--- config.mk ---
export PLATFORM = sky130hd
export DESIGN_NAME = cfg_logic_cell
export DESIGN_NICKNAME = d
export VERILOG_FILES = /design/src/rtl/lc_pkg.sv /design/src/rtl/lc_input_filter.sv /design/src/rtl/lc_lut.sv /design/src/rtl/lc_ff_stage.sv /design/src/rtl/lc_edge_pulse.sv /design/src/rtl/cfg_logic_cell.sv
export SDC_FILE = /design/constraint.sdc
export NUM_CORES = 1
export LEC_CHECK = 0
export BUFFER_PORTS_ARGS = -buffer_cell sky130_fd_sc_hd__clkbuf_2
export CELL_PAD_IN_SITES_DETAIL_PLACEMENT = 1
export CELL_PAD_IN_SITES_GLOBAL_PLACEMENT = 1
export CORE_MARGIN = 1
export CORE_UTILIZATION = 45
export CTS_BUF_LIST = sky130_fd_sc_hd__clkbuf_8 sky130_fd_sc_hd__clkbuf_16
export DETAILED_ROUTE_END_ITERATION = 8
export GPL_ROUTABILITY_DRIVEN = 0
export GPL_TIMING_DRIVEN = 0
export PLACE_DENSITY = 0.8
export SLEW_MARGIN = 20
export SYNTH_ARGS = -nofsm -noshare
export SYNTH_HDL_FRONTEND = slang
export SYNTH_HIERARCHICAL = 1
export SYNTH_SLANG_ARGS = --single-unit
--- constraint.sdc ---
create_clock -name clk -period 9.2 [get_ports clk]
set_clock_uncertainty 0.05 [all_clocks]
set_input_delay 0 -clock clk [delete_from_list [all_inputs] [get_ports clk]]
set_output_delay 0 -clock clk [all_outputs]
set_load 0.005 [all_outputs]
--- src/rtl/lc_pkg.sv ---
package lc_pkg;
  localparam int ADDR_CTRL  = 0;
  localparam int ADDR_TABLE = 1;
  localparam int ADDR_FILT  = 2;

  // control fields as stored; the force field [7:6] acts only at write time
  typedef struct packed {
    logic       dma_en;   // bit 12
    logic       irq_en;   // bit 11
    logic [1:0] fb_sel;   // bits 10:9
    logic       fb_en;    // bit 8
    logic       jk;       // bit 5
    logic       bypass;   // bit 4
    logic [3:0] sync_en;  // bits 3:0
  } ctrl_t;
endpackage

--- src/rtl/lc_input_filter.sv ---
module lc_input_filter #(
  parameter int W     = 4,
  parameter int CNT_W = 8
) (
  input  logic             clk,
  input  logic             rst_n,
  input  logic [W-1:0]     raw,
  input  logic [CNT_W-1:0] period,
  input  logic [CNT_W-1:0] count,
  output logic [W-1:0]     filt
);
  logic [CNT_W-1:0] pc_q, pc_d;
  logic [CNT_W-1:0] cnt_q, cnt_d;
  logic [W-1:0]     cand_q, cand_d;
  logic [W-1:0]     acc_q, acc_d;
  logic [CNT_W:0]   run;
  logic             tick;
  logic             bypass;

  assign tick   = (pc_q >= period);
  assign bypass = (count == '0);

  always_comb begin
    pc_d   = tick ? '0 : pc_q + 1'b1;
    cnt_d  = cnt_q;
    cand_d = cand_q;
    acc_d  = acc_q;
    run    = ((raw == cand_q) && (cnt_q != '0)) ? {1'b0, cnt_q} + 1'b1 : (CNT_W+1)'(1);
    if (bypass) begin
      acc_d = raw;
      cnt_d = '0;
    end else if (tick) begin
      if (raw == acc_q) begin
        cnt_d = '0;
      end else if (run >= {1'b0, count}) begin
        acc_d = raw;
        cnt_d = '0;
      end else begin
        cand_d = raw;
        cnt_d  = run[CNT_W-1:0];
      end
    end
  end

  always_ff @(posedge clk or negedge rst_n) begin
    if (!rst_n) begin
      pc_q   <= '0;
      cnt_q  <= '0;
      cand_q <= '0;
      acc_q  <= '0;
    end else begin
      pc_q   <= pc_d;
      cnt_q  <= cnt_d;
      cand_q <= cand_d;
      acc_q  <= acc_d;
    end
  end

  assign filt = bypass ? raw : acc_q;
endmodule

--- src/rtl/lc_lut.sv ---
module lc_lut #(
  parameter int N_IN = 4,
  localparam int TBL_W = 1 << N_IN
) (
  input  logic [TBL_W-1:0] table_bits,
  input  logic [N_IN-1:0]  idx,
  output logic             y
);
  assign y = table_bits[idx];
endmodule

--- src/rtl/lc_ff_stage.sv ---
module lc_ff_stage (
  input  logic clk,
  input  logic rst_n,
  input  logic hold_all,
  input  logic jk_mode,
  input  logic d0,
  input  logic d1,
  input  logic force_en,
  input  logic force_val,
  output logic q_a,
  output logic q_b
);
  logic qa_d, qb_d, en;

  assign en = force_en | ~hold_all;

  always_comb begin
    qa_d = q_a;
    qb_d = q_b;
    if (force_en) begin
      qa_d = force_val;
      qb_d = force_val;
    end else if (jk_mode) begin
      unique case ({d0, d1})
        2'b10:   qa_d = 1'b1;
        2'b01:   qa_d = 1'b0;
        2'b11:   qa_d = ~q_a;
        default: qa_d = q_a;
      endcase
    end else begin
      qa_d = d0;
      qb_d = d1;
    end
  end

  always_ff @(posedge clk or negedge rst_n) begin
    if (!rst_n) begin
      q_a <= 1'b0;
      q_b <= 1'b0;
    end else if (en) begin
      q_a <= qa_d;
      q_b <= qb_d;
    end
  end
endmodule

--- src/rtl/lc_edge_pulse.sv ---
module lc_edge_pulse (
  input  logic clk,
  input  logic rst_n,
  input  logic en,
  input  logic lvl,
  output logic pulse
);
  logic prev_q, pulse_d;

  assign pulse_d = en & lvl & ~prev_q;

  always_ff @(posedge clk or negedge rst_n) begin
    if (!rst_n) begin
      prev_q <= 1'b0;
      pulse  <= 1'b0;
    end else begin
      prev_q <= lvl;
      pulse  <= pulse_d;
    end
  end
endmodule

--- src/rtl/cfg_logic_cell.sv ---
module cfg_logic_cell
  import lc_pkg::*;
#(
  parameter int CNT_W  = 8,
  parameter int DATA_W = 32,
  parameter int ADDR_W = 2
) (
  input  logic              clk,
  input  logic              rst_n,
  input  logic              cfg_we,
  input  logic [ADDR_W-1:0] cfg_addr,
  input  logic [DATA_W-1:0] cfg_wdata,
  input  logic [3:0]        pin_in,
  output logic              out_a,
  output logic              out_b,
  output logic              irq_pulse,
  output logic              dma_pulse
);
  localparam int N_IN   = 4;
  localparam int N_LUT  = 2;
  localparam int TBL_W  = 1 << N_IN;
  localparam int FLT_W  = 2 * CNT_W;

  // reset: asserted asynchronously, released on a clock edge
  logic rst_s1_q, rst_int_n;
  always_ff @(posedge clk or negedge rst_n) begin
    if (!rst_n) begin
      rst_s1_q  <= 1'b0;
      rst_int_n <= 1'b0;
    end else begin
      rst_s1_q  <= 1'b1;
      rst_int_n <= rst_s1_q;
    end
  end

  // configuration registers
  ctrl_t                    ctrl_q, ctrl_d;
  logic [N_LUT*TBL_W-1:0]   table_q, table_d;
  logic [N_LUT*FLT_W-1:0]   filt_q, filt_d;
  logic                     wr_ctrl, wr_table, wr_filt;

  assign wr_ctrl  = cfg_we && (cfg_addr == ADDR_W'(ADDR_CTRL));
  assign wr_table = cfg_we && (cfg_addr == ADDR_W'(ADDR_TABLE));
  assign wr_filt  = cfg_we && (cfg_addr == ADDR_W'(ADDR_FILT));

  always_comb begin
    ctrl_d  = ctrl_q;
    table_d = table_q;
    filt_d  = filt_q;
    if (wr_ctrl) begin
      ctrl_d.sync_en = cfg_wdata[3:0];
      ctrl_d.bypass  = cfg_wdata[4];
      ctrl_d.jk      = cfg_wdata[5];
      ctrl_d.fb_en   = cfg_wdata[8];
      ctrl_d.fb_sel  = cfg_wdata[10:9];
      ctrl_d.irq_en  = cfg_wdata[11];
      ctrl_d.dma_en  = cfg_wdata[12];
    end
    if (wr_table) table_d = cfg_wdata[N_LUT*TBL_W-1:0];
    if (wr_filt)  filt_d  = cfg_wdata[N_LUT*FLT_W-1:0];
  end

  always_ff @(posedge clk or negedge rst_int_n) begin
    if (!rst_int_n) begin
      ctrl_q  <= '0;
      table_q <= '0;
      filt_q  <= '0;
    end else begin
      if (wr_ctrl)  ctrl_q  <= ctrl_d;
      if (wr_table) table_q <= table_d;
      if (wr_filt)  filt_q  <= filt_d;
    end
  end

  // per-input optional synchronizer
  logic [N_IN-1:0] in_sel;
  for (genvar i = 0; i < N_IN; i++) begin : g_sync
    logic s1_q, s2_q;
    always_ff @(posedge clk or negedge rst_int_n) begin
      if (!rst_int_n) begin
        s1_q <= 1'b0;
        s2_q <= 1'b0;
      end else begin
        s1_q <= pin_in[i];
        s2_q <= s1_q;
      end
    end
    assign in_sel[i] = ctrl_q.sync_en[i] ? s2_q : pin_in[i];
  end

  // mode decode
  logic ff_on, jk_on, q_a, q_b;
  assign ff_on = ~ctrl_q.bypass;
  assign jk_on = ctrl_q.jk & ff_on;

  // per-table filter, index build and lookup
  logic [N_LUT-1:0][N_IN-1:0] filt_vec;
  logic [N_LUT-1:0][N_IN-1:0] lut_idx;
  logic [N_LUT-1:0]           lut_y;
  for (genvar g = 0; g < N_LUT; g++) begin : g_lut
    logic fb_bit;
    lc_input_filter #(.W(N_IN), .CNT_W(CNT_W)) u_filt (
      .clk    (clk),
      .rst_n  (rst_int_n),
      .raw    (in_sel),
      .period (filt_q[g*FLT_W +: CNT_W]),
      .count  (filt_q[g*FLT_W+CNT_W +: CNT_W]),
      .filt   (filt_vec[g])
    );
    assign fb_bit     = ctrl_q.fb_en ? filt_vec[g][ctrl_q.fb_sel] : q_a;
    assign lut_idx[g] = jk_on ? {fb_bit, filt_vec[g][N_IN-2:0]} : filt_vec[g];
    lc_lut #(.N_IN(N_IN)) u_lut (
      .table_bits (table_q[g*TBL_W +: TBL_W]),
      .idx        (lut_idx[g]),
      .y          (lut_y[g])
    );
  end

  // register stage
  logic force_en;
  assign force_en = wr_ctrl & ~cfg_wdata[7];

  lc_ff_stage u_ff (
    .clk       (clk),
    .rst_n     (rst_int_n),
    .hold_all  (ctrl_q.bypass),
    .jk_mode   (ctrl_q.jk),
    .d0        (lut_y[0]),
    .d1        (lut_y[1]),
    .force_en  (force_en),
    .force_val (cfg_wdata[6]),
    .q_a       (q_a),
    .q_b       (q_b)
  );

  assign out_a = ff_on ? q_a : lut_y[0];
  assign out_b = ff_on ? (jk_on ? ~q_a : q_b) : lut_y[1];

  // event pulses: interrupt from A, DMA request from B
  logic [1:0] ev_lvl, ev_en, ev_pulse;
  assign ev_lvl = {out_b, out_a};
  assign ev_en  = {ctrl_q.dma_en, ctrl_q.irq_en};
  for (genvar e = 0; e < 2; e++) begin : g_ev
    lc_edge_pulse u_ev (
      .clk   (clk),
      .rst_n (rst_int_n),
      .en    (ev_en[e]),
      .lvl   (ev_lvl[e]),
      .pulse (ev_pulse[e])
    );
  end
  assign irq_pulse = ev_pulse[0];
  assign dma_pulse = ev_pulse[1];
endmodule

* Word-level counts from Yosys, hierarchy flattened
Index checks and enable logic that the tools add are counted.
Operators by class: add/sub/neg operators 4, $mul 0, divide/modulo/power cells 0, $lt $le $gt $ge 7, eq/ne operators 13, shifts and indexed selects 0, multiplexer cells 46, bitwise operators 18, reduce and logical (&&, ||, !) cells 20
Operators with widths (number):
- $mux W8 | 10
- $mux W4 | 12
- $add A8 B1 Y9 const B | 2
- $ge A9 B8 Y1 | 2
- $mux W9 | 2
- $mux W1 | 17
- $add A8 B1 Y8 const B | 2
- $eq A4 B4 Y1 | 4
- $ge A8 B8 Y1 | 2
- $logic_not A8 Y1 | 2
- $reduce_bool A8 Y1 | 2
- $not A1 Y1 | 11
- $lt A4 B5 Y1 const B | 2
- $bmux W1 S4 | 2
- $reduce_and A4 Y1 | 2
- $reduce_bool A2 Y1 | 4
- $and A1 B1 Y1 | 6
- $eq A2 B2 Y1 const B | 3
- $ne A2 B1 Y1 const B | 3
- $reduce_and A3 Y1 | 2
- $logic_and A1 B1 Y1 | 5
- $ne A5 B1 Y1 const B | 1
- $bmux W1 S2 | 2
- $eq A2 B1 Y1 const B | 2
- other kinds (5) | 6
Storage, ports and cells: flip-flop bits (word level) 139, latch bits 0, bits in writable memories 0, bits in read-only memories 0, bits of input ports 41, word-level logic and storage cells 141, memories kept 0

* Logic depth before layout (Yosys ltp)
word-level depth 12, gate-level depth with buffers 14, mapped depth without buffers 13

* Modules after synthesis
The synthesis kept the hierarchy.
Modules (own cells, without submodules):
- cfg_logic_cell | instances 1, cells each 195, area each 3269.4 µm², sequential area each 2127.0 µm²
- lc_input_filter (g_lut[0].u_filt) | instances 1, cells each 167, area each 1715.4 µm², sequential area each 600.6 µm²
- lc_input_filter (g_lut[1].u_filt) | instances 1, cells each 170, area each 1702.9 µm², sequential area each 600.6 µm²
- lc_lut | instances 2, cells each 7, area each 135.1 µm², sequential area each 0.0 µm²
- lc_ff_stage | instances 1, cells each 17, area each 156.4 µm², sequential area each 50.0 µm²
- lc_edge_pulse | instances 2, cells each 3, area each 58.8 µm², sequential area each 50.0 µm²

* Least setup slack after synthesis
OpenSTA, ideal clock, no wires.
kind flip-flop to flip-flop, from register ctrl_q[1] (netlist name), to register g_lut[1].u_filt.acc_q[0], library setup time 0.125 ns, arrival time 3.451 ns, slack 5.574 ns, stages on the path, launching flop included 14, path buffers 1, period minus slack after synthesis 3.626 ns, path through dfrtp_1 > mux2_2 > xnor2_1 > nand2_1 > or4_2 > clkbuf_1 > nor2_1 > ha_1 > a21o_1 > a31oi_1 > o21ai_0 > a221o_2 > a21bo_4 > mux2_4
Between the ends: cells in the longest elaborated chain, start to end 7
RTL lines:
- from (decl) | RTL line cfg_logic_cell.sv:37 | ctrl_t ctrl_q, ctrl_d;
- from (signal assigned) | RTL line cfg_logic_cell.sv:69 | if (wr_ctrl) ctrl_q <= ctrl_d;
- $mux W1 * | RTL line cfg_logic_cell.sv:88 | assign in_sel[i] = ctrl_q.sync_en[i] ? s2_q : pin_in[i];
- via in_sel[1] | RTL line cfg_logic_cell.sv:76 | logic [N_IN-1:0] in_sel;
- $eq A4 B4 Y1 | RTL line lc_input_filter.sv:28 | run = ((raw == cand_q) && (cnt_q != '0)) ? {1'b0, cnt_q} + 1'b1 : (CNT_W+1)'(1);
- $logic_and A1 B1 Y1 | RTL line lc_input_filter.sv:28
- $mux W9 | RTL line lc_input_filter.sv:28
- $ge A9 B8 Y1 | RTL line lc_input_filter.sv:35 | end else if (run >= {1'b0, count}) begin
- $reduce_bool A2 Y1 (no source line)
- $reduce_and A3 Y1 (no source line) *
- to (signal assigned) | RTL line lc_input_filter.sv:50 | acc_q <= '0;
- to (signal assigned) | RTL line lc_input_filter.sv:55 | acc_q <= acc_d;
- to (decl) | RTL line lc_input_filter.sv:15 | logic [W-1:0] acc_q, acc_d;
Mark *: on every way through the listed nets, which the timed path passes. The rest lies on a longest branch. A chain may end at the register's enable or synchronous reset.

* Final worst setup path
from register ctrl_q[1] (netlist name), to register g_lut[1].u_filt.cand_q[3]
Between the ends: cells in the longest elaborated chain, start to end 7
RTL lines:
- $mux W1 * | RTL line cfg_logic_cell.sv:88
- via in_sel[1] | RTL line cfg_logic_cell.sv:76
- $eq A4 B4 Y1 | RTL line lc_input_filter.sv:28
- $logic_and A1 B1 Y1 | RTL line lc_input_filter.sv:28
- $mux W9 | RTL line lc_input_filter.sv:28
- $ge A9 B8 Y1 | RTL line lc_input_filter.sv:35
- $not A1 Y1 (no source line)
- $reduce_and A4 Y1 (no source line) *
- to (signal assigned) | RTL line lc_input_filter.sv:54 | cand_q <= cand_d;
- to (decl) | RTL line lc_input_filter.sv:14 | logic [W-1:0] cand_q, cand_d;
Marks and branches as above.

==> impl_metrics.py <==
metrics = {
    "route": {
        "drt_iter0_markers": 215,
        "route.final.wire_length_mm": 19.16,
        "dr_total_vias": 5031,
        "drc": 0,
        "viasPerCell": 5.596,
        "dr.pass1.iters": 4,
        "wl_per_cell_um": 21.31,
        "ant_nets": 0,
    },
    "cts": {
        "clk_pin_slew_ns": 0.06,
        "cts.path.max_buffers": 2,
        "cts-root-buf": "clkbuf_16",
        "cts_tree": "yes",
        "ctsHtreeMaxLevel": 4,
        "postCtsSetupBuffers": 0,
        "cts_buffers": 17,
        "insertion_delay_ns": 0.42,
        "cts_num_sinks": 139,
    },
    "pwr": {
        "p_leak_nw": 4.130,
        "switching_share_pct": 33.30,
        "power_density_nw_per_um2": 266.1,
        "finalPower_mw": 2.340,
        "p_switching_mw": 0.7790,
        "power.internal_mw": 1.561,
        "irDropWorstVdd_v": 0.0001690,
        "p_seq_share_pct": 38.4,
        "combPwrFrac_pct": 31.1,
        "p_clk_share_pct": 30.4,
    },
    "timing": {
        "period_needed_ns": 4.139,
        "max_slew.worst_pin.slew_ns": 0.8948,
        "setup_viol": 0,
        "drv_slew": 0,
        "fin_crit_sh_pct": 44.99,
        "setup_tns_ns": 0,
        "finalHoldWorstSlack_ns": 0.01215,
        "finalWorstSetupSlack_ns": 5.061,
        "finalHoldViolations": 0,
        "slew-limit-headroom_pct": 40.34,
        "rsz0062_at_grt": "no",
        "timing.fmax_ghz": 0.2416,
    },
    "global_routing": {
        "antenna_found_initial": 0,
        "grt_start_max_net_pins": 50,
        "grt_util_all_layers_pct": 25.74,
        "grt_pass1_vias": 5834,
        "grt_overflow": 0,
        "grt_pass1_wl_mm": 31.88,
    },
    "yosys": {
        "synthCells": 569,
        "avgSynthCellArea_sq_um": 12.71,
        "netlist_area_sq_um": 7232,
        "syn_nets": 650,
        "synth-seq-cells": 139,
        "ys_async_sr_fraction_pct": 100.0,
        "ys_warn_count": 6,
        "synthDistinctLibCells": 62,
        "synth_edf_count": 0,
        "ys_seq_area_share_pct": 48.10,
        "synth_flop_cell": "dfrtp_1",
    },
    "final_layout": {
        "final_cell_mix": "dfrtp_1, mux2_2, inv_1, clkbuf_2, dlygate4sd3_1",
        "nFillCells": 1581,
        "n_antenna_cell": 0,
        "nets": 756,
        "area_growth_pct": 21.57,
        "drive_gt1_share_pct": 29.80,
        "final_common_cell": "dfrtp_1",
    },
    "setup_path": {
        "crit_type": "flop to flop",
        "startpoint": "ctrl_q[1]$_DFFE_PN0P_",
        "cp.arrival_ns": 4.39,
        "critPathMaxFanout": 10,
        "r2r-start": "ctrl_q[1]$_DFFE_PN0P_",
        "worstSetupEndpointType": "flop",
        "critPathCapture": "g_lut[1].u_filt/cand_q[3]$_DFFE_PN0P_",
        "cp-start-kind": "flop",
        "worst-r2r-setup-slack_ns": 5.06,
        "r2r_end": "g_lut[1].u_filt/cand_q[3]$_DFFE_PN0P_",
        "r2r_cells": 13,
        "cp.required_ns": 9.46,
    },
    "placed_design": {
        "dp_slack_ns": 5.110,
        "io_buffers": 44,
        "hpwl_mm": 12.15,
    },
    "run": {
        "drv_cap": 0,
    },
    "floorplan": {
        "die_y_um": 128.8,
        "start_util_pct": 46.88,
        "die-area_sq_um": 16580,
        "fp.coreArea_sq_um": 15430,
        "pin_count": 45,
        "num_rows": 45,
        "dieWidth_um": 128.8,
    },
    "worst_hold_path": {
        "hp-class": "input port to flop",
    },
    "outcome": {
        "status": "finished, final reports clean",
    },
}
==> final cells by class <==
class / count / area, sq um / area share (%)
clock buffers: 20 / 466.7 / 5.308
plain buffers: 9 / 65.06 / 0.7400
well taps: 211 / 264.0 / 3.003
multi-input cells: 379 / 3531 / 40.16
flip-flops and latches: 139 / 3482 / 39.60
inverters: 42 / 157.7 / 1.793
repair buffers: 87 / 678.2 / 7.713
clock inverters: 12 / 147.6 / 1.679
==> through the flow <==
stage	util, %	area (sq um)	std cells
2_1_floorplan	-	7232	569
3_3_place_gp	50.02	7716	824
3_5_place_dp	50.35	7767	826
4_1_cts	56.99	8792	899
5_1_grt	56.99	8792	899
6_report	56.99	8792	899
==> power groups by stage <==
stage	logic [mW]	registers (mW)	clock network, mW
floorplan	0.519	0.859	0
detailed placement	0.684	0.899	0
global placement	0.628	0.891	0
global route	0.802	0.920	0.745
CTS	0.717	0.892	0.718
finish	0.729	0.900	0.712
==> logic make-up (layout without fill, tap and decap cells) <==
group,count (synthesis),count (layout),share of synthesized area [%]
flops,139,139,48.10
mux,123,123,21.02
simple gates,116,116,9.291
compound gates,59,59,6.696
buf+inv,51,170,3.079
fa+ha+maj,40,40,6.920
xor+xnor,40,40,4.844
other cells,1,1,0.05185
==> sequential cells by signal (all words and copies together) (netlist names) <==
signal               cells
u_ff/q_a                 1
g_lut.u_filt/cnt_q      16
g_sync.s1_q              4
ctrl_q                  11
rst_s1_q                 1
g_ev.u_ev/pulse          2
g_lut.u_filt/cand_q      8
rst_int_n                1
g_lut.u_filt/acc_q       8
g_sync.s2_q              4
g_ev.u_ev/prev_q         2
filt_q                  32
table_q                 32
u_ff/q_b                 1
g_lut.u_filt/pc_q       16
==> repair_timing <==
action	in CTS	in global routing
hold endpoints to repair	83	0
hold buffers	41	0
resized for setup	0	0
==> synth_stat cells, types with 3 or more instances <==
| cell | count | share of area, % |
|---|---|---|
| dfrtp_1 | 139 | 48 |
| mux2_2 | 90 | 14 |
| inv_1 | 42 | 2.2 |
| ha_1 | 40 | 6.9 |
| nor2_1 | 36 | 1.9 |
| xor2_1 | 28 | 3.4 |
| nand2_1 | 17 | 0.88 |
| nand3_1 | 16 | 1.1 |
| a22o_1 | 13 | 1.6 |
| mux2i_1 | 12 | 1.7 |
| xnor2_1 | 12 | 1.5 |
| a21o_1 | 8 | 0.83 |
| mux2_4 | 8 | 1.7 |
| mux4_1 | 8 | 2.9 |
| nor4_1 | 7 | 0.61 |
| buf_4 | 6 | 0.62 |
| nand2b_1 | 6 | 0.52 |
| and3_1 | 5 | 0.43 |
| mux2_1 | 5 | 0.78 |
| o21ai_0 | 5 | 0.35 |
| a21oi_1 | 4 | 0.28 |
| a31oi_1 | 4 | 0.35 |
| nand4_1 | 3 | 0.26 |
| nor4_2 | 3 | 0.52 |
==> worst min-delay path by stage <==
stage	depth (start not counted)	end	slack, ns	start
global placement	1	rst_s1_q$_DFF_PN0_	-0.26	rst_n
CTS	3	table_q[31]$_DFFE_PN0P_	0.002	cfg_we
floorplan	0	rst_int_n$_DFF_PN0_	-0.35	rst_n
detailed placement	1	rst_s1_q$_DFF_PN0_	-0.26	rst_n
finish	3	table_q[31]$_DFFE_PN0P_	0.01	cfg_we
global route	3	filt_q[0]$_DFFE_PN0P_	0.03	cfg_we
==> metal layers <==
metal	vias to the layer above	part of all wire [%]	track usage (%)
met1	2615	42	30.26
met4	0	3.3	12.46
met2	109	52	45.09
met5	-	0	0
met3	50	2.9	5.156
li1	2257	-	-
==> worst max-delay path, cell delays in order, from the launching register on <==
cell      delay (ns)
dfrtp_1         0.39
mux2_2          0.48
xnor2_1         0.19
nand2_1         0.09
or4_2           0.66
clkbuf_1        0.23
nor2_1          0.23
ha_1            0.27
nand2b_1        0.15
a31oi_1         0.16
o21ai_0         0.13
a221o_2         0.43
nor2_8          0.20
mux2_2          0.37
(Power assumes the default switching activity.)
